$ cat src/rtl/spm_pkg.sv
package spm_pkg;
  typedef enum logic [1:0] {
    ST_IDLE = 2'd0,
    ST_REQ  = 2'd1,
    ST_WAIT = 2'd2,
    ST_GAP  = 2'd3
  } poll_state_e;

  localparam int DEF_STATUS_BYTES = 4;
  localparam int DEF_GAP_W        = 16;
endpackage

$ cat src/rtl/spm_compare.sv
module spm_compare #(
  parameter int BYTES = 4,
  parameter int LEN_W = 2
) (
  input  logic [8*BYTES-1:0] status,
  input  logic [8*BYTES-1:0] mask,
  input  logic [8*BYTES-1:0] ref_val,
  input  logic [LEN_W-1:0]   len,
  input  logic               or_mode,
  output logic               hit
);
  logic [BYTES-1:0] lane_all;
  logic [BYTES-1:0] lane_any;

  for (genvar g = 0; g < BYTES; g++) begin : g_lane
    logic       lane_on;
    logic [7:0] sel;
    logic [7:0] same;
    // a lane is received when its index does not exceed the length code
    assign lane_on     = (len >= LEN_W'(g));
    assign sel         = mask[8*g +: 8] & {8{lane_on}};
    assign same        = ~(status[8*g +: 8] ^ ref_val[8*g +: 8]);
    assign lane_all[g] = &(same | ~sel);
    assign lane_any[g] = |(same & sel);
  end

  assign hit = or_mode ? (|lane_any) : (&lane_all);
endmodule

$ cat src/rtl/spm_gap_timer.sv
module spm_gap_timer #(
  parameter int GAP_W = 16
) (
  input  logic             clk,
  input  logic             rst_n,
  input  logic             load,
  input  logic [GAP_W-1:0] load_val,
  input  logic             run,
  output logic             done
);
  logic [GAP_W-1:0] cnt_q;
  logic [GAP_W-1:0] cnt_d;
  logic             cnt_en;

  always_comb begin
    cnt_d  = cnt_q;
    cnt_en = 1'b0;
    if (load) begin
      cnt_d  = load_val;
      cnt_en = 1'b1;
    end else if (run && (cnt_q != '0)) begin
      cnt_d  = cnt_q - 1'b1;
      cnt_en = 1'b1;
    end
  end

  always_ff @(posedge clk or negedge rst_n) begin
    if (!rst_n) begin
      cnt_q <= '0;
    end else if (cnt_en) begin
      cnt_q <= cnt_d;
    end
  end

  assign done = (cnt_q == GAP_W'(1));
endmodule

$ cat src/rtl/spm_poll_fsm.sv
module spm_poll_fsm
  import spm_pkg::*;
(
  input  logic clk,
  input  logic rst_n,
  input  logic enable,
  input  logic start,
  input  logic abort,
  input  logic rd_valid,
  input  logic hit,
  input  logic auto_stop,
  input  logic gap_zero,
  input  logic gap_done,
  output logic load_gap,
  output logic in_gap,
  output logic wait_st,
  output logic hit_event,
  output logic rd_req,
  output logic busy
);
  poll_state_e state_q, state_d;
  logic        abort_q, abort_d;
  logic        abort_eff;

  assign abort_eff = abort_q | abort;

  always_comb begin
    state_d  = state_q;
    load_gap = 1'b0;
    if (!enable) begin
      state_d = ST_IDLE;
    end else begin
      unique case (state_q)
        ST_IDLE: if (start) state_d = ST_REQ;
        ST_REQ:  state_d = ST_WAIT;
        ST_WAIT: begin
          if (rd_valid) begin
            if (hit && auto_stop)  state_d = ST_IDLE;
            else if (abort_eff)    state_d = ST_IDLE;
            else if (gap_zero)     state_d = ST_REQ;
            else begin
              state_d  = ST_GAP;
              load_gap = 1'b1;
            end
          end
        end
        ST_GAP: begin
          if (abort_eff)     state_d = ST_IDLE;
          else if (gap_done) state_d = ST_REQ;
        end
        default: state_d = ST_IDLE;
      endcase
    end
  end

  always_comb begin
    abort_d = abort_q;
    if (!enable || (state_q == ST_IDLE)) abort_d = 1'b0;
    else if (abort)                      abort_d = 1'b1;
  end

  always_ff @(posedge clk or negedge rst_n) begin
    if (!rst_n) begin
      state_q <= ST_IDLE;
      abort_q <= 1'b0;
    end else begin
      state_q <= state_d;
      abort_q <= abort_d;
    end
  end

  assign wait_st   = (state_q == ST_WAIT);
  assign in_gap    = (state_q == ST_GAP);
  assign hit_event = enable && wait_st && rd_valid && hit;
  assign rd_req    = (state_q == ST_REQ);
  assign busy      = (state_q != ST_IDLE);
endmodule

$ cat src/rtl/status_poll_matcher.sv
module status_poll_matcher #(
  parameter int STATUS_BYTES = spm_pkg::DEF_STATUS_BYTES,
  parameter int GAP_W        = spm_pkg::DEF_GAP_W,
  localparam int SW          = 8 * STATUS_BYTES,
  localparam int LEN_W       = (STATUS_BYTES > 1) ? $clog2(STATUS_BYTES) : 1
) (
  input  logic             clk,
  input  logic             rst_n,
  input  logic             enable,
  input  logic             poll_start,
  input  logic             poll_abort,
  input  logic [SW-1:0]    cfg_mask,
  input  logic [SW-1:0]    cfg_match,
  input  logic [LEN_W-1:0] cfg_len,
  input  logic             cfg_or_mode,
  input  logic             cfg_auto_stop,
  input  logic [GAP_W-1:0] cfg_gap,
  output logic             rd_req,
  input  logic             rd_valid,
  input  logic [SW-1:0]    rd_status,
  input  logic             flag_clear,
  output logic             match_flag,
  output logic             busy
);
  logic cmp_hit;
  logic fsm_wait;
  logic fsm_gap;
  logic hit_event;
  logic load_gap;
  logic gap_done;
  logic flag_q, flag_d, flag_en;

  spm_compare #(.BYTES(STATUS_BYTES), .LEN_W(LEN_W)) u_cmp (
    .status  (rd_status),
    .mask    (cfg_mask),
    .ref_val (cfg_match),
    .len     (cfg_len),
    .or_mode (cfg_or_mode),
    .hit     (cmp_hit)
  );

  spm_gap_timer #(.GAP_W(GAP_W)) u_gap (
    .clk      (clk),
    .rst_n    (rst_n),
    .load     (load_gap),
    .load_val (cfg_gap),
    .run      (fsm_gap),
    .done     (gap_done)
  );

  spm_poll_fsm u_fsm (
    .clk       (clk),
    .rst_n     (rst_n),
    .enable    (enable),
    .start     (poll_start),
    .abort     (poll_abort),
    .rd_valid  (rd_valid),
    .hit       (cmp_hit),
    .auto_stop (cfg_auto_stop),
    .gap_zero  (cfg_gap == '0),
    .gap_done  (gap_done),
    .load_gap  (load_gap),
    .in_gap    (fsm_gap),
    .wait_st   (fsm_wait),
    .hit_event (hit_event),
    .rd_req    (rd_req),
    .busy      (busy)
  );

  // a hit in the same cycle as a clear wins
  always_comb begin
    flag_d  = flag_q;
    flag_en = 1'b0;
    if (hit_event) begin
      flag_d  = 1'b1;
      flag_en = 1'b1;
    end else if (flag_clear) begin
      flag_d  = 1'b0;
      flag_en = 1'b1;
    end
  end

  always_ff @(posedge clk or negedge rst_n) begin
    if (!rst_n) begin
      flag_q <= 1'b0;
    end else if (flag_en) begin
      flag_q <= flag_d;
    end
  end

  assign match_flag = flag_q;
endmodule

$ cat config.mk
export PLATFORM = sky130hd
export DESIGN_NAME = status_poll_matcher
export DESIGN_NICKNAME = d
export VERILOG_FILES = /design/src/rtl/spm_pkg.sv /design/src/rtl/spm_compare.sv /design/src/rtl/spm_gap_timer.sv /design/src/rtl/spm_poll_fsm.sv /design/src/rtl/status_poll_matcher.sv
export SDC_FILE = /design/constraint.sdc
export NUM_CORES = 1
export LEC_CHECK = 0
export BUFFER_PORTS_ARGS = -buffer_cell sky130_fd_sc_hd__buf_2
export CAP_MARGIN = 20
export CORE_MARGIN = 4
export CORE_UTILIZATION = 47
export CTS_CLUSTER_DIAMETER = 120
export DETAILED_ROUTE_END_ITERATION = 6
export PLACE_DENSITY = 0.95
export RECOVER_POWER = 100
export SYNTH_ARGS = -nofsm -noshare
export SYNTH_HDL_FRONTEND = slang
export SYNTH_SLANG_ARGS = --single-unit
$ cat constraint.sdc
create_clock -name clk -period 5.6 [get_ports clk]
set_input_delay 0 -clock clk [delete_from_list [all_inputs] [get_ports clk]]
set_output_delay 0 -clock clk [all_outputs]
set_load 0.05 [all_outputs]
## After elaboration in Yosys (flattened, before gate mapping)

Cells that the tools add are included.

- Output and inout bits: 3
- Memories: 0
- Memory bits (read-only): 0
- Flip-flop bits (word level): 20
- Latch bits: 0
- Memory bits (writable): 0
- Input port bits: 123

- $add $sub $neg: 1
- Equal/unequal tests: 7
- Bitwise operators: 25
- $lt $le $gt $ge: 4
- Shift operators: 0
- Multiply operators: 0
- Reduce and logical (&&, ||, !) cells: 19
- Mux-type cells: 26
- Div/mod/pow operators: 0

Operators by type and width:

| cell | count |
|---|---|
| $and 8x8->8 | 8 |
| $not 8->8 | 8 |
| $mux 16 | 2 |
| $or 8x8->8 | 4 |
| $reduce_and 32->1 | 1 |
| $reduce_or 32->1 | 1 |
| $xor 8x8->8 | 4 |
| $eq 16x1->1 const B | 1 |
| $logic_not 16->1 | 1 |
| $mux 2 | 8 |
| $reduce_bool 16->1 | 1 |
| $sub 16x1->16 const B | 1 |
| $mux 1 | 15 |
| $pmux 2 s4 | 1 |
| $reduce_bool 2->1 | 4 |
| $ne 3x3->1 const B | 2 |
| $logic_and 1x1->1 | 5 |
| $eq 2x2->1 const B | 2 |
| $ge 2x1->1 const B | 2 |
| $ge 2x2->1 const B | 2 |
| $ne 4x3->1 const B | 1 |
| $reduce_and 2->1 | 2 |
| $reduce_and 3->1 | 1 |
| $eq 2x1->1 const B | 1 |
| other kinds (4) | 4 |

## Depth between registers and ports, before layout

- Depth in word-level cells: 13
- Mapped depth: 11
- Mapped depth without buffers: 8

## Hierarchy

A second synthesis with hierarchy kept.

- Cell total of the unflattened synthesis: 279
- Area, all modules: 2232.1 um^2

By module, submodules not included:

| module | sequential area each (um^2) | instances | area an instance (um^2) | cells each |
|---|---|---|---|---|
| spm_gap_timer | 400.4 | 1 | 1082.3 | 122 |
| spm_compare | 0.0 | 1 | 845.8 | 126 |
| spm_poll_fsm | 75.1 | 1 | 234.0 | 23 |
| status_poll_matcher | 25.0 | 1 | 70.1 | 8 |

## Worst setup path before layout

Ideal clock, no wire load.

- Path type: register to register
- From: register u_gap.cnt_q[8]
- To: register u_gap.cnt_q[1]
- Arrival: 1937 ps
- Required time: 5475 ps
- Stages on the path, launching flop included: 9
- Buffers on the path: 1
- Library setup time: 125 ps
- Path slack: 3538 ps
- Cells stage by stage: dfrtp_1 > or3_1 > buf_2 > nor4_4 > nor3b_4 > nand3_2 > nand3_2 > o21ai_1 > mux2_2

- Word-level cells in the longest chain between the ends: 5
- Elaborated cells on any way between the ends: 6
- Classes of those cells: mux: 2; reduce/logical: 4

RTL lines:

| item | line | text |
|---|---|---|
| from (decl) | spm_gap_timer.sv:11 | `logic [GAP_W-1:0] cnt_q;` |
| from (signal assigned) | spm_gap_timer.sv:31 | `cnt_q <= cnt_d;` |
| $reduce_bool 16->1 (*) | spm_gap_timer.sv:21 | `end else if (run && (cnt_q != '0)) begin` |
| $logic_and 1x1->1 (*) | spm_gap_timer.sv:21 |  |
| $mux 1 | spm_gap_timer.sv:21 |  |
| $mux 1 | spm_gap_timer.sv:18 | `if (load) begin` |
| $reduce_and 2->1 (no line) (*) | - |  |

Mark *: on every way between the ends. The rest lies on a longest branch, timed or not.
A chain may end at the register's enable or synchronous reset.

## Worst setup path in the final report

- From: register u_gap.cnt_q[8]
- To: register u_gap.cnt_q[11]

- Word-level cells in the longest chain between the ends: 5
- Elaborated cells on any way between the ends: 9
- Classes of those cells: add/sub: 1; mux: 4; reduce/logical: 4

RTL lines:

| item |
|---|
| branches (longest 5 deep; another with $sub 16x1->16) |

Parallel ways; which one is timed is not known. The select of a mux whose other input is x is not followed.

==> impl_metrics.py <==
metrics = {
    "route": {
        "drt-wirelength-per-cell_um": 15.41,
        "ant_nets": 0,
        "drc": 0,
        "routed_wl_um": 6640,
        "drt_iter0_drc": 251,
        "drt_pass1_iterations": 5,
        "viasPerCell": 5.787,
        "vias": 2494,
    },
    "power_and_ir_drop": {
        "p_leak_uw": 0.001298,
        "p_sw_share_pct": 33.93,
        "p_sw_uw": 192.3,
        "ir_worst_vdd_mv": 0.09491,
        "p_seq_share_pct": 37.4,
        "powerDensity_nw_per_um2": 208.3,
        "internal-power_uw": 374.5,
        "p_clk_share_pct": 25.7,
        "power_frac_comb_pct": 36.9,
    },
    "setup_path": {
        "slowest_delay_ns": 0.63,
        "crit_fanout": 8,
        "crit_path_cell_trace": "or3_1 -> nor4_1 -> nor3b_1 -> nand3_2 -> nand3_1 -> nor4_1 -> xnor2_1 -> a21oi_1",
        "slowest_stage": "nor3b_1",
        "cp.required_ns": 5.69,
        "ff2ff_setup_slack_ns": 2.62,
        "path_common_cell": "nor4_1",
        "cp.arrival_ns": 3.08,
        "timing.rr.end": "u_gap.cnt_q[11]$_DFFE_PN0P_",
        "end_kind": "flip-flop",
        "timing.rr.start": "u_gap.cnt_q[8]$_DFFE_PN0P_",
        "worstSetupStartpoint": "u_gap.cnt_q[8]$_DFFE_PN0P_",
        "startpoint_type": "flip-flop",
        "crit_type": "reg -> reg",
        "reg2regPathDepth": 8,
    },
    "min_path": {
        "holdPathEnd": "u_fsm.state_q[0]$_DFFE_PN0P_",
        "min_path_cells": 2,
        "min_from": "enable",
        "hold_class": "in -> reg",
    },
    "logic_synthesis": {
        "avgSynthCellArea_sq_um": 7.849,
        "synth_top_family_by_area": "compound AO/OA/AOI/OAI gates",
        "synth_xor_area_share_pct": 18.74,
        "synth_enable_flop_cells": 0,
        "synth_fa_ha_area_share_pct": 1.245,
        "postSynthRegisterBits": 20,
        "synth_compound_area_share_pct": 25.28,
        "synth_top_area_cell": "dfrtp_1",
        "yosys.cell_count.top_type": "xor2_1",
        "syn-num-nets": 381,
        "synthCells": 256,
        "synthArstFlopShare_pct": 100.0,
        "synth_area_leaders": "dfrtp_1 (25%), xor2_1 (14%), inv_1 (5.4%)",
        "seq_area_frac_synth_pct": 24.91,
        "yosys-mux-area-fraction_pct": 0.5604,
        "synthFlopType": "dfrtp_1",
        "ys_top_cells_by_count": "xor2_1 (33), inv_1 (29), dfrtp_1 (20)",
        "yosys.area.top_type_share_pct": 24.91,
        "synth-simple-area-share_pct": 22.10,
        "syn-cell-area_sq_um": 2009,
        "ys_warn_count": 0,
        "ys_types": 46,
    },
    "sta": {
        "tns_ns": 0,
        "rsz0062_at_grt": "false",
        "setup_viol": 0,
        "fmax_ghz": 0.3352,
        "slew_headroom_pct": 26.75,
        "final_max_slew_viol_count": 0,
        "period_needed_ns": 2.983,
        "final_hold_viol_count": 0,
        "fin_crit_sh_pct": 53.28,
        "tightest_slew_ns": 1.099,
        "finClkSkew_ns": 0.001741,
    },
    "clock_tree": {
        "root_buffer": "clkbuf_8",
        "tritoncts": "done",
        "cts_hold_buffers": 3,
        "cts.path.max_buffers": 2,
        "clkTransAtPathRegs_ns": 0.08,
        "h-tree-depth": 1,
        "cts_sinks": 20,
        "insertion_delay_ns": 0.26,
        "cts_resized": 0,
        "numCtsBuffers": 3,
        "cts_setup_buffers": 0,
    },
    "layout": {
        "stdcell_count": 431,
        "area.growth.synth_to_final_pct": 35.43,
        "diodes": 0,
        "fin_nets": 507,
        "utilization_pct": 67.07,
        "drive_above_1_share_pct": 33.60,
    },
    "global_routing": {
        "met2_usage_pct": 45.48,
        "grt_start_max_net_pins": 32,
        "grt_usage_pct": 24.41,
        "grt_pass1_wl_um": 10660,
        "use_met1_pct": 28.17,
        "gr-total-overflow": 0,
        "antenna_found_initial": 0,
        "top_usage_layer": "met2",
        "grtUsageMet3_pct": 3.557,
        "grt_pass1_vias": 2500,
    },
    "job": {
        "drv_cap": 0,
    },
    "die": {
        "die_h_um": 73.39,
        "core_sq_um": 4058,
        "dieArea_sq_um": 5385,
        "die_x_um": 73.39,
        "io_pins": 126,
        "start_util_pct": 49.52,
        "row_count": 23,
    },
    "placement": {
        "gp_congestion": 0.8806,
        "dp_hpwl_um": 5462,
        "placed_cells": 424,
        "numPortBuffers": 125,
    },
    "outcome": {
        "status": "complete, no violations",
    },
}
-- logic make-up after synthesis --
kind of cell    after synthesis
simple gates                 80
compound gates               74
xor+xnor                     43
buf+inv                      36
flops                        20
fa+ha+maj                     2
mux                           1
-- layout make-up --
type	count	area, sq um
fillers	334	1336
multi-input cells	200	1329
flip-flops and latches	20	500.5
well taps	50	62.56
inverters	29	108.9
clock inverters	1	30.03
clock buffers	3	41.29
repair buffers	128	649.4
-- power by group through the flow --
stage	clock network (uW)	logic [uW]	registers [uW]
after global placement	0	197	214
after global routing	155	230	216
after CTS	145	209	215
after detailed placement	0	205	217
final	146	209	212
after floorplan	0	124	209
-- worst max-delay path: cells and delay by family (launching register included) --
kind / cells / cell delay [ns]
AND/OR/NAND/NOR: 6 / 2.14
flip-flops: 1 / 0.41
XOR/XNOR: 1 / 0.17
AO/OA/AOI/OAI: 1 / 0.09
-- how the worst max path moves through the flow --
stage                                       end  depth (start not counted)
detailed placement   u_gap.cnt_q[1]$_DFFE_PN0P_                          8
CTS                  u_gap.cnt_q[1]$_DFFE_PN0P_                          5
global placement     u_gap.cnt_q[1]$_DFFE_PN0P_                          8
floorplan            u_gap.cnt_q[1]$_DFFE_PN0P_                          8
finish              u_gap.cnt_q[11]$_DFFE_PN0P_                          8
global route        u_gap.cnt_q[13]$_DFFE_PN0P_                          8
-- layout by cell type, fill, tap and decap left out, drive strengths merged, types with 2 or more instances in the layout --
cell and n:
buf 120, xor2 33, inv 29, dfrtp 20, nor2 19, nand2 16
a21oi 14, o22ai 13, nand3 12, nor4 11, a22oi 10, xnor2 10
clkbuf 8, o21ai 8, a31oi 4, o21a 4, nand4 4, nor3 4
o211ai 4, or3 3, dlygate4sd3 3, nor2b 2, a32oi 2, a2bb2oi 2
o22a 2, o2bb2ai 2, nor4b 2, o32a 2, ha 2, or2 2
-- flip-flops by register name, indices dropped and copies added (netlist names) --
| name | count |
|---|---|
| match_flag | 1 |
| u_fsm.abort_q | 1 |
| u_fsm.state_q | 2 |
| u_gap.cnt_q | 16 |
-- routing by layer --
layer | routed length, um | vias up
met1 | 2397 | 1138
met4 | 208 | 0
met2 | 3477 | 145
met3 | 557 | 31
met5 | 0 | -
li1 | - | 1180
-- metrics by stage --
stage                     hold WS [ns]  power, uW  worst slack, ns  area [sq um]
final                         0.001358      566.8            2.617          2721
after global routing          0.001494      600.8            2.347          2721
after CTS                     0.002558      568.9            3.116          2764
after detailed placement      -0.02772      422.3            2.992          2663
after global placement        -0.03694      411.3            3.029          2663
after floorplan                -0.2956      333.2            3.538          2009
Power figures use the tool's default switching activity.
